$ cat src/rtl/trap_pkg.sv
package trap_pkg;

  // Sequencer phases; the write phases follow acceptance in this order
  typedef enum logic [1:0] {
    ST_IDLE     = 2'd0,
    ST_SAVE_PC  = 2'd1,
    ST_SAVE_NPC = 2'd2,
    ST_FINISH   = 2'd3
  } trapState_t;

  // Strobes passed from control to datapath
  typedef struct packed {
    logic capture;   // latch inputs and compute results
    logic wrEn;      // drive the register file write port
    logic wrSelNpc;  // 0: PC to local 1, 1: nPC to local 2
    logic finish;    // completion pulse
  } trapStrobe_t;

endpackage

$ cat src/rtl/trap_ctrl.sv
module trap_ctrl
  import trap_pkg::*;
(
  input  logic        clk,
  input  logic        rstN,
  input  logic        trapReq,
  output logic        ready,
  output trapStrobe_t strobe
);

  trapState_t state, stateNext;

  always_ff @(posedge clk) begin
    if (!rstN) state <= ST_IDLE;
    else       state <= stateNext;
  end

  always_comb begin
    stateNext = state;
    strobe    = '0;
    ready     = 1'b0;
    unique case (state)
      ST_IDLE: begin
        ready = 1'b1;
        if (trapReq) begin
          strobe.capture = 1'b1;
          stateNext      = ST_SAVE_PC;
        end
      end
      ST_SAVE_PC: begin
        strobe.wrEn = 1'b1;
        stateNext   = ST_SAVE_NPC;
      end
      ST_SAVE_NPC: begin
        strobe.wrEn     = 1'b1;
        strobe.wrSelNpc = 1'b1;
        stateNext       = ST_FINISH;
      end
      ST_FINISH: begin
        strobe.finish = 1'b1;
        stateNext     = ST_IDLE;
      end
      default: stateNext = ST_IDLE;
    endcase
  end

  // completion is a single-cycle pulse
  a_r9_finish_pulse: assert property (@(posedge clk) disable iff (!rstN)
    strobe.finish |=> !strobe.finish);

  // a capture is never followed directly by another capture
  a_r10_no_back_to_back: assert property (@(posedge clk) disable iff (!rstN)
    strobe.capture |=> !strobe.capture);

endmodule

$ cat src/rtl/trap_dpath.sv
module trap_dpath
  import trap_pkg::*;
#(
  parameter int unsigned XLEN     = 32,
  parameter int unsigned NWIN     = 8,
  parameter int unsigned TT_W     = 8,
  parameter int unsigned TT_LSB   = 4,
  parameter int unsigned IDX_W    = 5,
  parameter int unsigned PC_SLOT  = 17,
  parameter int unsigned NPC_SLOT = 18,
  localparam int unsigned CW      = (NWIN > 1) ? $clog2(NWIN) : 1
) (
  input  logic              clk,
  input  logic              rstN,
  input  trapStrobe_t       strobe,
  input  logic [TT_W-1:0]   trapType,
  input  logic [XLEN-1:0]   curPc,
  input  logic [XLEN-1:0]   curNpc,
  input  logic [CW-1:0]     curCwp,
  input  logic              curS,
  input  logic              curEt,
  input  logic [XLEN-1:0]   curTbr,
  output logic              rfWe,
  output logic [CW-1:0]     rfWin,
  output logic [IDX_W-1:0]  rfIdx,
  output logic [XLEN-1:0]   rfData,
  output logic [CW-1:0]     newCwp,
  output logic              newS,
  output logic              newPs,
  output logic              newEt,
  output logic [XLEN-1:0]   newTbr,
  output logic [XLEN-1:0]   newPc,
  output logic [XLEN-1:0]   newNpc
);

  localparam int unsigned BASE_LSB = TT_LSB + TT_W;
  localparam logic [XLEN-1:0] INSTR_STEP = XLEN'(4);

  logic [XLEN-1:0] pcHold, npcHold, tbrHold;
  logic [CW-1:0]   cwpHold;
  logic            sHold, psHold, etHold;
  logic [XLEN-1:0] tbrCalc;

  // Vector composition: base field kept, type field inserted, low bits cleared
  generate
    if (TT_LSB > 0) begin : g_lowZero
      assign tbrCalc = {curTbr[XLEN-1:BASE_LSB], trapType, {TT_LSB{1'b0}}};
    end else begin : g_noLow
      assign tbrCalc = {curTbr[XLEN-1:BASE_LSB], trapType};
    end
  endgenerate

  always_ff @(posedge clk) begin
    if (!rstN) begin
      pcHold  <= '0;
      npcHold <= '0;
      tbrHold <= '0;
      cwpHold <= '0;
      sHold   <= 1'b0;
      psHold  <= 1'b0;
      etHold  <= 1'b0;
    end else if (strobe.capture) begin
      pcHold  <= curPc;
      npcHold <= curNpc;
      tbrHold <= tbrCalc;
      cwpHold <= curCwp - 1'b1;   // power-of-two count wraps naturally
      psHold  <= curS;
      sHold   <= 1'b1;
      etHold  <= 1'b0;
    end
  end

  // curEt is accepted for interface completeness; entry always clears it
  logic unusedEt;
  assign unusedEt = curEt;

  assign rfWe   = strobe.wrEn;
  assign rfWin  = cwpHold;
  assign rfIdx  = strobe.wrSelNpc ? IDX_W'(NPC_SLOT) : IDX_W'(PC_SLOT);
  assign rfData = strobe.wrSelNpc ? npcHold : pcHold;

  assign newCwp = cwpHold;
  assign newS   = sHold;
  assign newPs  = psHold;
  assign newEt  = etHold;
  assign newTbr = tbrHold;
  assign newPc  = tbrHold;
  assign newNpc = tbrHold + INSTR_STEP;

  // window after capture is one below the captured pointer
  a_r2_window_dec: assert property (@(posedge clk) disable iff (!rstN)
    strobe.capture |=> ((rfWin + 1'b1) == $past(curCwp)));

  // supervisor set, previous supervisor copied
  a_r5_status: assert property (@(posedge clk) disable iff (!rstN)
    strobe.capture |=> (newS && (newPs == $past(curS))));

  // trap enable cleared
  a_r6_et_clear: assert property (@(posedge clk) disable iff (!rstN)
    strobe.capture |=> !newEt);

  // type field lands in the vector
  a_r7_type_field: assert property (@(posedge clk) disable iff (!rstN)
    strobe.capture |=> (newTbr[TT_LSB +: TT_W] == $past(trapType)));

endmodule

$ cat src/rtl/trap_entry.sv
module trap_entry
  import trap_pkg::*;
#(
  parameter int unsigned XLEN     = 32,
  parameter int unsigned NWIN     = 8,
  parameter int unsigned TT_W     = 8,
  parameter int unsigned TT_LSB   = 4,
  parameter int unsigned IDX_W    = 5,
  parameter int unsigned PC_SLOT  = 17,
  parameter int unsigned NPC_SLOT = 18,
  localparam int unsigned CW      = (NWIN > 1) ? $clog2(NWIN) : 1
) (
  input  logic             clk,
  input  logic             rstN,
  input  logic             trapReq,
  input  logic [TT_W-1:0]  trapType,
  output logic             ready,
  input  logic [XLEN-1:0]  curPc,
  input  logic [XLEN-1:0]  curNpc,
  input  logic [CW-1:0]    curCwp,
  input  logic             curS,
  input  logic             curEt,
  input  logic [XLEN-1:0]  curTbr,
  output logic             rfWe,
  output logic [CW-1:0]    rfWin,
  output logic [IDX_W-1:0] rfIdx,
  output logic [XLEN-1:0]  rfData,
  output logic [CW-1:0]    newCwp,
  output logic             newS,
  output logic             newPs,
  output logic             newEt,
  output logic [XLEN-1:0]  newTbr,
  output logic [XLEN-1:0]  newPc,
  output logic [XLEN-1:0]  newNpc,
  output logic             done,
  output logic             excPendClr
);

  trapStrobe_t strobe;

  trap_ctrl u_ctrl (
    .clk     (clk),
    .rstN    (rstN),
    .trapReq (trapReq),
    .ready   (ready),
    .strobe  (strobe)
  );

  trap_dpath #(
    .XLEN     (XLEN),
    .NWIN     (NWIN),
    .TT_W     (TT_W),
    .TT_LSB   (TT_LSB),
    .IDX_W    (IDX_W),
    .PC_SLOT  (PC_SLOT),
    .NPC_SLOT (NPC_SLOT)
  ) u_dpath (
    .clk      (clk),
    .rstN     (rstN),
    .strobe   (strobe),
    .trapType (trapType),
    .curPc    (curPc),
    .curNpc   (curNpc),
    .curCwp   (curCwp),
    .curS     (curS),
    .curEt    (curEt),
    .curTbr   (curTbr),
    .rfWe     (rfWe),
    .rfWin    (rfWin),
    .rfIdx    (rfIdx),
    .rfData   (rfData),
    .newCwp   (newCwp),
    .newS     (newS),
    .newPs    (newPs),
    .newEt    (newEt),
    .newTbr   (newTbr),
    .newPc    (newPc),
    .newNpc   (newNpc)
  );

  assign done       = strobe.finish;
  assign excPendClr = strobe.finish;

  // write to local 1 is followed by write to local 2
  a_r4_write_order: assert property (@(posedge clk) disable iff (!rstN)
    (rfWe && rfIdx == IDX_W'(PC_SLOT)) |=> (rfWe && rfIdx == IDX_W'(NPC_SLOT)));

  // completion follows the second write
  a_r9_done_after_write: assert property (@(posedge clk) disable iff (!rstN)
    (rfWe && rfIdx == IDX_W'(NPC_SLOT)) |=> (done && !rfWe));

  // results hold while busy
  a_r10_hold_busy: assert property (@(posedge clk) disable iff (!rstN)
    !ready |=> ($stable(newTbr) && $stable(newCwp) && $stable(newPs)));

  // acceptance is followed by the first write
  a_r3_first_write: assert property (@(posedge clk) disable iff (!rstN)
    (ready && trapReq) |=> (rfWe && !ready));

endmodule

$ cat config.mk
export PLATFORM = sky130hd
export DESIGN_NAME = trap_entry
export DESIGN_NICKNAME = d
export VERILOG_FILES = /design/src/rtl/trap_pkg.sv /design/src/rtl/trap_ctrl.sv /design/src/rtl/trap_dpath.sv /design/src/rtl/trap_entry.sv
export SDC_FILE = /design/constraint.sdc
export NUM_CORES = 1
export LEC_CHECK = 0
export BUFFER_PORTS_ARGS = -buffer_cell sky130_fd_sc_hd__buf_2
export CAP_MARGIN = 30
export CORE_ASPECT_RATIO = 2
export CORE_MARGIN = 5
export CORE_UTILIZATION = 30
export CTS_BUF_LIST = sky130_fd_sc_hd__clkbuf_2
export CTS_CLUSTER_DIAMETER = 50
export DETAILED_ROUTE_END_ITERATION = 8
export GPL_TIMING_DRIVEN = 0
export PLACE_DENSITY_LB_ADDON = 0.12
export REMOVE_ABC_BUFFERS = 1
export SYNTH_ARGS = -nofsm -noshare
export SYNTH_HDL_FRONTEND = slang
export SYNTH_SLANG_ARGS = --single-unit
$ cat constraint.sdc
create_clock -name clk -period 1.9 [get_ports clk]
set_input_delay 0.095 -clock clk [delete_from_list [all_inputs] [get_ports clk]]
set_output_delay 0.095 -clock clk [all_outputs]
set_load 0.01 [all_outputs]
== Word-level counts from Yosys, hierarchy flattened ==
Index checks and enable logic that the tools add are counted.

* $add $sub $neg: 2
* Equality and inequality tests: 4
* Mux-type cells: 10
* Reduce and logical (&&, ||, !) cells: 2

{| class="wikitable"
|+ Operator list
! kind !! count
|-
| 32-bit by 3-bit adder with 32-bit output (second input constant) || 1
|-
| 32-bit 2-to-1 mux || 1
|-
| 2-bit one-hot mux with 4 select lines || 1
|-
| 1-bit 2-to-1 mux || 6
|-
| 2-bit equality test (second input constant) || 2
|-
| 2-bit 2-to-1 mux || 2
|-
| 3-bit by 1-bit subtractor with 3-bit output (second input constant) || 1
|-
| 2-bit by 1-bit equality test with 1-bit output (second input constant) || 1
|-
| 2-bit logical NOT || 1
|-
| 2-bit inequality test (second input constant) || 1
|-
| 2-bit OR reduction || 1
|}

* Register bits after elaboration: 99
* Input bits: 112
* Logic and storage cells: 25

== Longest topological paths before layout ==
Gate-level depths: netlist of run 1.

* Depth after elaboration: 3
* Depth in mapped cells: 7
* Gate-level depth less buffers: 5

== Hierarchy ==
A second synthesis of run 1 with hierarchy kept.

* Cells, all modules: 448
* Area total of the unflattened synthesis: 4,893.4 um2

{| class="wikitable"
|+ Modules (own cells, without submodules)
! module !! instances !! cells each !! area an instance (um2)
|-
| trap_dpath || 1 || 431 || 4,725.8
|-
| trap_ctrl || 1 || 16 || 160.2
|-
| trap_entry || 1 || 1 || 7.5
|}

== Worst setup path before layout of run 1 ==
No wires, ideal clock.

* Path kind: register -> register
* Start: register u_ctrl.state[0]
* End: register u_dpath.cwpHold[0] (netlist: u_dpath.newCwp[0])
* Arrival time: 1.265 ns
* Path slack: 0.519 ns
* Stages on the path, launching flop included: 7
* Buffers on the path: 2
* Clock period less this slack: 1.381 ns
* Cells stage by stage: dfxtp_1 inv_1 ha_1 and2_4 buf_12 buf_12 o211a_1

* Cells in the longest elaborated chain, start to end: 2

{| class="wikitable"
|+ RTL lines
! element !! line !! text
|-
| start: declaration || trap_ctrl.sv:11 || <nowiki>trapState_t state, stateNext;</nowiki>
|-
| start signal: assignment || trap_ctrl.sv:15 || <nowiki>else state <= stateNext;</nowiki>
|-
| 2-bit logical NOT || trap_ctrl.sv:22 || <nowiki>unique case (state)</nowiki>
|-
| 1-bit 2-to-1 mux || trap_ctrl.sv:22 ||
|-
| end signal: assignment || trap_dpath.sv:66 || <nowiki>cwpHold <= curCwp - 1'b1;</nowiki>
|-
| end: declaration || trap_dpath.sv:40 || <nowiki>logic [CW-1:0] cwpHold;</nowiki>
|}

No other way between the ends.
A chain may end at the register's enable or synchronous reset.

== Worst setup path in the final report of run 1 ==
* Start: register u_ctrl.state[0]
* End: output port rfData[6]

* Cells in the longest elaborated chain, start to end: 3

{| class="wikitable"
|+ RTL lines
! element !! line !! text
|-
| 2-bit equality test || trap_ctrl.sv:22 ||
|-
| 1-bit 2-to-1 mux || trap_ctrl.sv:22 ||
|-
| 32-bit 2-to-1 mux || trap_dpath.sv:80 || <nowiki>assign rfData = strobe.wrSelNpc ? npcHold : pcHold;</nowiki>
|-
| end: declaration || trap_entry.sv:27 || <nowiki>output logic [XLEN-1:0] rfData,</nowiki>
|}

No other way between the ends.

==> summary by stage, run 1 <==
Setup path
The arrival time of data at the critical path endpoint is 1.90 ns. Traced cell by cell, the critical path runs through inv_4 -> ha_4 -> buf_12 -> buf_16 -> mux2_4 -> buf_6. Of all nets on the critical path, the largest fanout is 7.

STA classifies the critical path startpoint as a flip-flop. The highest-delay cell along the critical path is sky130_fd_sc_hd__dfxtp_2. In this design, the stage delay of the slowest critical-path cell is 0.41 ns. STA classifies the critical path endpoint as an output port. The gate family responsible for the most delay along the worst path is buffers and inverters. The critical path is of the flip-flop to output port type. The number of buffers and inverters on the critical path is 4.

The worst path required time is 1.80 ns. The reg2reg setup slack is 0.16 ns.

Timing
The number of max-slew violations in the final report came to 0. After layout, the worst setup slack is -0.09989 ns. For the pin with the worst max-slew slack, the measured transition is 0.8386 ns. The worst pin sits at a relative slew slack of 44.09%.

The upper clock frequency limit is 0.5000 GHz. The setup TNS after final layout is -1.702 ns. The worst slack on hold paths is 0.1171 ns.

The share of the clock period used by the worst path is 105.3%. The count of final setup violators is 31. The final worst clock skew is 0.02186 ns. The minimum clock period is 2.000 ns. The count of endpoints failing hold in the final timing report came to 0. Setup repair after global routing could not meet its margin everywhere.

Logic synthesis
Each instance of the synthesized netlist takes up on average 9.887 um^2. The dominant synthesized flop cell is sky130_fd_sc_hd__dfxtp_1. The number of enable-type register cells in the synthesized netlist is 0. The number of synthesized register bits is 99. After technology mapping, the gate count stands at 552.

The warning count from the yosys run is 0. After synthesis the cells add up to 0.005458 mm^2. The unique cell type count in the Yosys netlist is 23.

The sequential area share after synthesis is 36.31%. Of all flip-flops after synthesis, the portion carrying an async set or reset was 0%.

Cells and area
The final core utilization is 43.07%. In the layout the commonest cells are 194 x sky130_fd_sc_hd__buf_2, 98 x sky130_fd_sc_hd__dlygate4sd3_1, 97 x sky130_fd_sc_hd__dfxtp_1. After routing the design area is 0.007696 mm^2. The layout overhead on the synthesized area is 41.01%.

The library cell used most frequently in the layout, excluding fill and tap cells, is sky130_fd_sc_hd__buf_2. The filler-free cell count of the finished design is 1026. The share of cells above drive strength 1 is 59.98%. In the final design database the tool counted 925 nets.

Routing
In the final routed layout, each cell accounts on average for 15.02 um. The detail route stage leaves a number of antenna-violating nets equal to 0. The post-detailed-route via-to-cell ratio is 4.323. Wires add up to 15410 um. The number of iterations in the first detailed-routing pass is 4.

The violation count after the first detailed-routing iteration is 101. The post-route DRC violation count is 0. The count of vias placed by the detailed router is 4435.

Global routing
Entering global routing, the biggest net connects 100 pins. Global routing consumed, over all layers together, 14.50% of the routing resources. The initial antenna violation count came to 1. The number of global-route vias before repair is 4885. The first global-routing pass estimated 24380 um of wire. The remaining global-route overflow is 0.

Power and ir drop
Registers are responsible for 34.7% of the overall power. The static leakage is 3.434 nW. The total power density per cell area is 1010 mW/mm^2. The part of the total power dissipated in the clock network is 13.1%. The relative contribution of combinational cells to total power is 52.2%. The switching power is 3.056 mW. The cell internal power dissipation is 4.718 mW. Net switching is 39.31% of the power. The completed layout was analyzed and its total power is 7.774 mW. The worst-case IR drop observed on VDD is 0.5271 mV.

Clocking
In this run, CTS created clock tree buffers numbering 9. The clock transition at the registers of the reported paths is 0.25 ns. The latest clock arrival within the worst-skew pair is 0.58 ns. The number of buffers on the longest clock path is 2.

TritonCTS built the clock tree. The level count of the clock H-tree is 3. The tree built by TritonCTS fans out to 99 sinks. CTS placed an instance of sky130_fd_sc_hd__clkbuf_2 at the clock tree root.

Flow run
The count of max-cap constraint violations is 0.

Placed design
In this run the tool buffered the top-level ports with 228 buffer cells. The number of placed instances with taps included is 897. Routability-driven placement finished with a final weighted congestion of 0.6846.

Once detailed placement completed, the half-perimeter wirelength came to 9941 um. The post-place setup slack is -0.2860 ns. The placed instances occupy a cell area of 0.006083 mm^2.

Floorplanning
In this run the vertical extent of the chip is 200.8 um. The area enclosed by the die boundary is 0.02115 mm^2. The number of top-level pins is 258. The initialized floorplan defines 69 standard-cell rows. Once the floorplan was initialized, standard cells occupied 30.54% of the core.

The floorplan step defined a core boundary enclosing 0.01787 mm^2. The die outline width is 105.4 um.

Run status
The run finished, with violations left. The checks that failed: setup timing.

Worst hold path
The path class of the tightest hold or removal check is primary input to flip-flop.
-- state kept, by name (all words and copies together) (netlist names) --
signal	cells
u_ctrl.state	2
u_dpath.pcHold	32
u_dpath.newS	1
u_dpath.newCwp	3
u_dpath.newPc	28
u_dpath.npcHold	32
u_dpath.newPs	1
-- worst paths after layout --
path                                         start                               end  depth (start not counted)
hold / removal                                rstN    u_dpath.newCwp[2]$_SDFFE_PN0P_                          3
hold reg to reg   u_dpath.npcHold[30]$_SDFFE_PN0P_  u_dpath.npcHold[30]$_SDFFE_PN0P_                          2
setup reg to reg      u_ctrl.state[1]$_SDFFE_PN0P_  u_dpath.npcHold[31]$_SDFFE_PN0P_                          6
setup / recovery      u_ctrl.state[0]$_SDFFE_PN0P_                         rfData[6]                          6
-- cell usage after synthesis (2+ instances only) --
cell type / number / area, um^2
sky130_fd_sc_hd__dfxtp_1: 99 / 1982
sky130_fd_sc_hd__clkbuf_1: 9 / 33.78
sky130_fd_sc_hd__buf_12: 11 / 220.2
sky130_fd_sc_hd__conb_1: 2 / 7.510
sky130_fd_sc_hd__nand2_1: 97 / 364.1
sky130_fd_sc_hd__a21boi_2: 93 / 1047
sky130_fd_sc_hd__mux2_1: 29 / 326.6
sky130_fd_sc_hd__inv_1: 5 / 18.77
sky130_fd_sc_hd__ha_1: 6 / 75.07
sky130_fd_sc_hd__o211a_1: 3 / 30.03
sky130_fd_sc_hd__buf_2: 12 / 60.06
sky130_fd_sc_hd__buf_4: 81 / 608.1
sky130_fd_sc_hd__nand2_2: 93 / 581.8
sky130_fd_sc_hd__mux2_2: 3 / 33.78
-- power by group through the flow --
stage | logic (mW) | registers, mW | clock network (mW)
after floorplan | 1.70 | 2.87 | 0
after global placement | 2.94 | 2.69 | 0
after detailed placement | 3.11 | 2.73 | 0
after CTS | 4.21 | 2.70 | 1.11
after global routing | 4.38 | 2.76 | 1.17
final | 4.06 | 2.70 | 1.02
-- worst register-to-register path, cell delays in order (launching register included) --
cell and delay (ns):
sky130_fd_sc_hd__dfxtp_4 0.41, sky130_fd_sc_hd__buf_4 0.14, sky130_fd_sc_hd__inv_1 0.07, sky130_fd_sc_hd__ha_2 0.27
sky130_fd_sc_hd__and2_2 0.56, sky130_fd_sc_hd__nand2_2 0.12, sky130_fd_sc_hd__a21boi_2 0.13
-- metal layers --
layer  share of wire [%]  GRT usage [%]
met1                  34          13.70
met2                  60          30.07
met3                 4.4          1.770
met4                 2.0          5.819
met5                   0              0
-- final cells by class --
cell class	instances	area, um^2
diodes	1	2.502
clock buffers	13	65.06
clock inverters	3	38.79
fillers	1729	10170
inverters	5	21.27
multi-input cells	351	2755
flip-flops and latches	99	1987
well taps	213	266.5
repair buffers	341	2560
-- cell families after synthesis --
logic type | Yosys count | synth area share, %
AOI/OAI and AO/OA | 99 | 20.20
other | 2 | 0.1376
buffers and inverters | 118 | 17.24
adders and majority gates | 6 | 1.375
xor gates and xnor gates | 1 | 0.1605
DFF | 99 | 36.31
and+or+nand+nor | 194 | 17.79
muxes | 33 | 6.786
-- repair_timing --
action                     CTS  global route
hold endpoints to repair    98             0
setup endpoints to repair   81            90
pin swaps                    2             0
gates resized for setup     85             4
hold buffers                98             0
buffers inserted            11             1
gates cloned                 5             0
Power figures use the tool's default switching activity.
==> inputs of run 2 (changes only) <==
Settings changed: CORE_UTILIZATION 30 to 48.
==> summary by stage, run 2 (same netlist as run 1, synthesis figures left out) <==
Run status
The run finished, with violations left. The final reports fail on setup timing.

Setup path
The critical setup path kind is flip-flop to output port. The critical path goes through inv_4 -> ha_4 -> buf_16 -> mux2_2 -> buf_2. The worst path required time is 1.80 ns. The gate family responsible for the most delay along the worst path is flip-flops. The sort of element at the start of the critical path is a flip-flop.

The largest single stage delay on the critical path is 0.40 ns. The highest-delay cell along the critical path is sky130_fd_sc_hd__dfxtp_2. The type of element capturing the critical path is an output port. Of all nets on the critical path, the largest fanout is 20.

The arrival time of data at the critical path endpoint is 1.87 ns. The combined buffer and inverter count along the critical path is 3. For flop-to-flop paths, the worst setup slack is 0.02 ns.

Power and ir drop
The sequential share of power is 37.2%. The cell internal power dissipation is 4.388 mW. Of the total power, the share spent switching nets is 39.55%. Summed over all cells, the static leakage comes to 3.356 nW. Of the total power, the clock network draws 13.6%. IR analysis of the VDD net gives a maximum drop of 0.5250 mV. The total power is 7.259 mW. The switching power is 2.871 mW. The relative contribution of combinational cells to total power is 49.2%. In this run the power density over the cells is 986.9 mW/mm^2.

Clocking
The TritonCTS clock tree is done. The number of clock sinks is 99. The H-tree generated during clock tree synthesis spans 3 levels. After clock tree synthesis, the clock-pin slew on the worst setup and hold paths is 0.27 ns. At the later pin of the worst-skew pair, clock insertion delay measures 0.54 ns. CTS placed an instance of sky130_fd_sc_hd__clkbuf_2 at the clock tree root. The number of buffers on the longest clock path is 2. TritonCTS created 9 clock buffers.

Cells and area
The most common cell after layout, fill and taps aside is sky130_fd_sc_hd__buf_2. The area of the multi-input gates is 0.002700 mm^2. The finished layout holds 947 standard cells, fillers aside. The combined flip-flop and latch cell area is 0.001984 mm^2. The library cells used most frequently in the layout, excluding fill and tap cells, are 216 x sky130_fd_sc_hd__buf_2, 99 x sky130_fd_sc_hd__dlygate4sd3_1, 97 x sky130_fd_sc_hd__dfxtp_1. The layout overhead on the synthesized area is 34.78%.

In the final layout, the share of cells above drive strength 1 is 57.84%. The number of fill cells in the layout is 905. After the last flow step, the layout net total stands at 918.

Placed design
The number of placed instances with taps included is 827. During placement, the flow inserted port buffers numbering 228. The final weighted congestion of routability-driven global placement is 0.7378. The detailed-placement wirelength estimate is 9115 um.

Routing
In the routed layout, each cell is associated on average with a via count of 4.636. After detailed routing, the total wire length is 14030 um. The violation count after the first detailed-routing iteration is 123.

After detailed routing, the number of remaining DRC violations is 0. Dividing the detail-routed wire length by the instance count gives 14.81 um. The final antenna-violating net count is 0. The number of iterations in the first detailed-routing pass is 4.

The routed layout has 4390 vias.

Floorplanning
The total number of placement rows is 55. In this run the horizontal extent of the chip is 85.40 um. The area enclosed by the die boundary is 0.01373 mm^2. The y dimension of the die is 160.8 um. For this configuration, the core starts out at a cell density of 48.66%.

The core region is 0.01122 mm^2. The number of top-level pins is 258.

Timing
Once routing completed, OpenROAD measured the worst setup slack at -0.06829 ns. After routing, the total negative slack on setup checks comes to -1.132 ns. For the pin with the worst max-slew slack, the measured transition is 0.6476 ns. The count of endpoints failing hold in the final timing report is 0. The tightest hold path in the finished design has a slack of 0.2838 ns. The number of max-slew violations in the final report came to 0. The minimum clock period is 1.968 ns. The worst pin sits at a relative slew slack of 56.83%. Based on the critical path, the design can be clocked at up to 0.5081 GHz. Between clock sinks in the finished design, the worst skew comes to 0.03128 ns.

Setup repair after global routing could not meet its margin everywhere. The count of final setup violators is 32. The share of the clock period used by the worst path is 103.6%.

Flow run
The tool flagged a number of max-cap violations equal to 0.

Worst hold path
The class of the tightest hold or removal check is primary input to flip-flop.

Global routing
The initial antenna violation count was 1. The maximum number of pins on one net before global-route repair is 59. In the global route stage, overall resource usage came out at 20.42%. The number of global-route vias before repair is 4834. After global routing the overflow that remains totals 0. The global-route wire length before repair is 22690 um.
## run 2: changes by cell type in the layout (fill, tap and decap cells not counted), sizes merged
cell | before | now
dlygate4sd3 | 98 | 99
buf | 243 | 234
clkbuf | 13 | 11
clkinvlp | 0 | 3
bufbuf | 0 | 1
clkinv | 2 | 0
## run 2: repair_timing
item                       in CTS  in global routing
gates cloned                    3                  0
hold buffers                   99                  0
pin swaps                       1                  2
gates resized for setup        26                 13
setup endpoints to repair      87                109
buffers inserted                2                  0
hold endpoints to repair       97                  0
## run 2: cell type report
type                    instances  share of cell area, %
well taps                     142                  2.415
multi-input cells             351                  36.71
flip-flops and latches         99                  26.98
clock inverters                 4                 0.7144
inverters                       5                 0.2892
repair buffers                334                  32.11
diodes                          1                0.03402
clock buffers                  11                 0.7484
## run 2: through the flow
stage	setup slack [ns]	instance area (um^2)	util, %
3_3_place_gp	-1.518	5907	52.66
3_5_place_dp	-0.2618	6012	53.60
6_report	-0.06829	7356	65.58
2_1_floorplan	-0.5829	4588	-
4_1_cts	-0.1432	7292	65.01
5_1_grt	-0.2289	7356	65.58
## run 2: worst paths after layout
| check | from | endpoint | cells after the start |
|---|---|---|---|
| worst max-delay path | u_ctrl.state[0]$_SDFFE_PN0P_ | rfData[31] | 5 |
| worst min-delay path | curTbr[14] | u_dpath.newPc[14]$_SDFFE_PN0P_ | 4 |
| worst max register to register | u_ctrl.state[1]$_SDFFE_PN0P_ | u_dpath.newPc[17]$_SDFFE_PN0P_ | 6 |
| worst min register to register | u_dpath.pcHold[18]$_SDFFE_PN0P_ | u_dpath.pcHold[18]$_SDFFE_PN0P_ | 2 |
## run 2: power groups by stage
stage / logic (mW) / registers, mW / clock network [mW]
after floorplan: 1.70 / 2.87 / 0
after global placement: 2.90 / 2.70 / 0
after detailed placement: 3.06 / 2.73 / 0
after CTS: 3.54 / 2.70 / 1.03
after global routing: 3.87 / 2.76 / 1.12
final: 3.57 / 2.70 / 0.985
## run 2: tightest hold or removal path: cells and delay by family
family	cells	cell delay [ns]
buf+inv	2	0.64
simple gates	1	0.05
compound gates	1	0.04
## run 2: per-layer routing
layer  vias up  share of wire, %  track usage (%)
li1       2172                 -                -
met1      2021                35            20.18
met2       161                55            39.02
met3        36               5.9            3.953
met4         0               3.6            10.09
met5         -                 0                0
==> inputs of run 3 (changes only) <==
Settings changed: CORE_ASPECT_RATIO 2 to 1.75.
==> summary by stage, run 3 (same netlist as run 1, synthesis figures left out) <==
Cells and area
The number of fill cells in the layout is 867. At the end of the flow the core is filled with cells to 68.15%. The filler-free cell count of the finished design is 947. The final layout net count is 927.

The multi-input combinational cells in the finished layout cover a total of 0.002774 mm^2. In the layout the commonest cells are 196 x sky130_fd_sc_hd__buf_2, 98 x sky130_fd_sc_hd__dlygate4sd3_1, 97 x sky130_fd_sc_hd__dfxtp_1. The share of cells above drive strength 1 is 59.95%.

The layout overhead on the synthesized area is 39.43%. The most common cell after layout, fill and taps aside is sky130_fd_sc_hd__buf_2. The combined flip-flop and latch cell area is 0.001987 mm^2.

Placed design
In this run the tool buffered the top-level ports with 228 buffer cells. The final weighted congestion of routability-driven global placement is 0.7075. The detailed-placement wirelength estimate is 8710 um.

In this run, placement finished with an instance count of 817.

Floorplanning
The total number of placement rows is 51. In this run the standard cell core region covers 0.01117 mm^2. From bottom edge to top edge, the die measures 151.1 um. The floorplan step set the die width to 90.61 um. Once the floorplan was initialized, standard cells occupied 48.87% of the core. 258 I/O pins were placed. The area enclosed by the die boundary is 0.01369 mm^2.

Setup path
Measured in cells, the most critical reg-to-reg path has a length of 8. The largest fanout on the critical path is 6. The worst setup path is launched from a flip-flop. The setup path with the least slack is of type flip-flop to output port. STA puts the critical path data required time at 1.80 ns. The arrival time of data at the critical path endpoint is 1.91 ns.

The type of element capturing the critical path is an output port.

Global routing
The initial antenna violation count came to 1. The remaining global-route overflow is 0. The first global-routing pass estimated 22510 um of wire. Global routing used 20.43% of the available tracks across all layers.

The number of global-route vias before repair is 4605. The maximum number of pins on one net before global-route repair is 59.

Timing
The setup slack of the critical path after layout is -0.1002 ns. The final critical path takes up 105.3% of the cycle. The upper clock frequency limit is 0.5000 GHz. Setup violations remaining at the end of the flow were counted as 32.

Summed over all failing endpoints, the final setup total negative slack is -2.326 ns. The tightest hold path in the finished design has a slack of 0.09133 ns. After layout, the minimum clock period comes to 2.000 ns.

The relative max-transition margin is 47.91%. The count of endpoints failing hold in the final timing report is 0. The number of max-slew violations in the final report is 0. Setup repair after global routing could not meet its margin everywhere.

The transition at the pin with the smallest max-transition slack is 0.7813 ns. The final worst clock skew is 0.03505 ns.

Clocking
The number of buffers created by CTS is 9. TritonCTS built the clock tree. The number of buffers on the longest clock path is 2. The tree is rooted in a sky130_fd_sc_hd__clkbuf_2.

The number of clock sinks is 99. After clock tree synthesis, the clock-pin slew on the worst setup and hold paths is 0.24 ns. The latest clock arrival within the worst-skew pair is 0.58 ns. The H-tree generated during clock tree synthesis spans 3 levels.

Worst hold path
The class of the tightest hold or removal check is primary input to flip-flop. The worst hold path stage count is 3.

Power and ir drop
For this design the ratio of total power to cell area is 997.7 mW/mm^2. Summing internal, switching and leakage power gives 7.592 mW. The static leakage is 3.431 nW. The worst-case IR drop observed on VDD is 0.5840 mV.

Routing
Once detail routing completed, the nets flagged for antenna violations numbered 0. After detailed routing, the number of vias per cell comes to 4.747. The count of vias placed by the detailed router is 4495. In this run, the number of DRC markers left after iteration 0 of detailed routing was 109. The post-route DRC violation count is 0. The number of iterations in the first detailed-routing pass is 4. The routed wire length is 14670 um. The mean routed wirelength per cell is 15.49 um.

Run status
The run finished, with violations left. The checks that failed: setup timing.

Flow run
The count of max-cap constraint violations is 0.
-- run 3: changes by cell type in the layout (fill, tap and decap cells not counted), moves of 2 or more --
cell	previous run	this run
sky130_fd_sc_hd__buf_6	12	32
sky130_fd_sc_hd__mux2_4	18	32
sky130_fd_sc_hd__clkinv_1	0	2
sky130_fd_sc_hd__mux2_1	13	0
sky130_fd_sc_hd__buf_4	1	7
sky130_fd_sc_hd__buf_16	2	5
sky130_fd_sc_hd__buf_2	216	196
sky130_fd_sc_hd__clkinv_2	0	2
-- run 3: power by group --
part	total [mW]	internal, mW	leakage (nW)	switching, mW
combinational	4.04	1.95	2.57	2.09
clock	0.851	0.163	0.0528	0.688
sequential	2.70	2.46	0.813	0.240
total	7.59	4.57	3.43	3.02
-- run 3: through the flow --
stage	cell area, um^2	setup slack [ns]
final	7610	-0.1002
after global routing	7610	-0.2247
after CTS	7422	-0.1600
after detailed placement	6007	-0.2314
after global placement	5894	-1.576
after floorplan	4588	-0.5829
-- run 3: worst paths after layout --
check / slack (ns) / endpoint / start
worst max-delay path: -0.10 / rfData[3] / u_ctrl.state[0]$_SDFFE_PN0P_
worst min-delay path: 0.09 / u_dpath.newCwp[2]$_SDFFE_PN0P_ / rstN
worst max register to register: 0.11 / u_dpath.npcHold[23]$_SDFFE_PN0P_ / u_ctrl.state[0]$_SDFFE_PN0P_
worst min register to register: 0.48 / u_dpath.npcHold[11]$_SDFFE_PN0P_ / u_dpath.npcHold[11]$_SDFFE_PN0P_
-- run 3: final cells by class --
class / count / area share (%)
diodes: 1 / 0.03288
clock buffers: 10 / 0.6577
clock inverters: 6 / 0.4275
inverters: 5 / 0.2795
multi-input cells: 353 / 36.45
flip-flops and latches: 99 / 26.11
well taps: 132 / 2.170
repair buffers: 341 / 33.87
-- run 3: timing repair --
action	CTS	global route
gates cloned	4	3
setup buffers	5	3
hold buffers	98	0
endpoints found under the hold margin	97	0
resized for setup	51	28
pin swaps	2	3
endpoints found under the setup margin	83	112
-- run 3: worst max-delay path, stage by stage, from the launching register on --
cell and delay (ns):
sky130_fd_sc_hd__dfxtp_2 0.39, sky130_fd_sc_hd__inv_4 0.06, sky130_fd_sc_hd__ha_4 0.27, sky130_fd_sc_hd__clkbuf_16 0.21
sky130_fd_sc_hd__mux2_4 0.31, sky130_fd_sc_hd__buf_6 0.13
-- run 3: metal layers --
layer	vias to the layer above	track usage, %	wire [um]
met5	-	0	0
met4	0	8.346	415
met3	29	4.771	954
met2	180	39.63	8067
met1	2089	20.53	5227
li1	2197	-	-
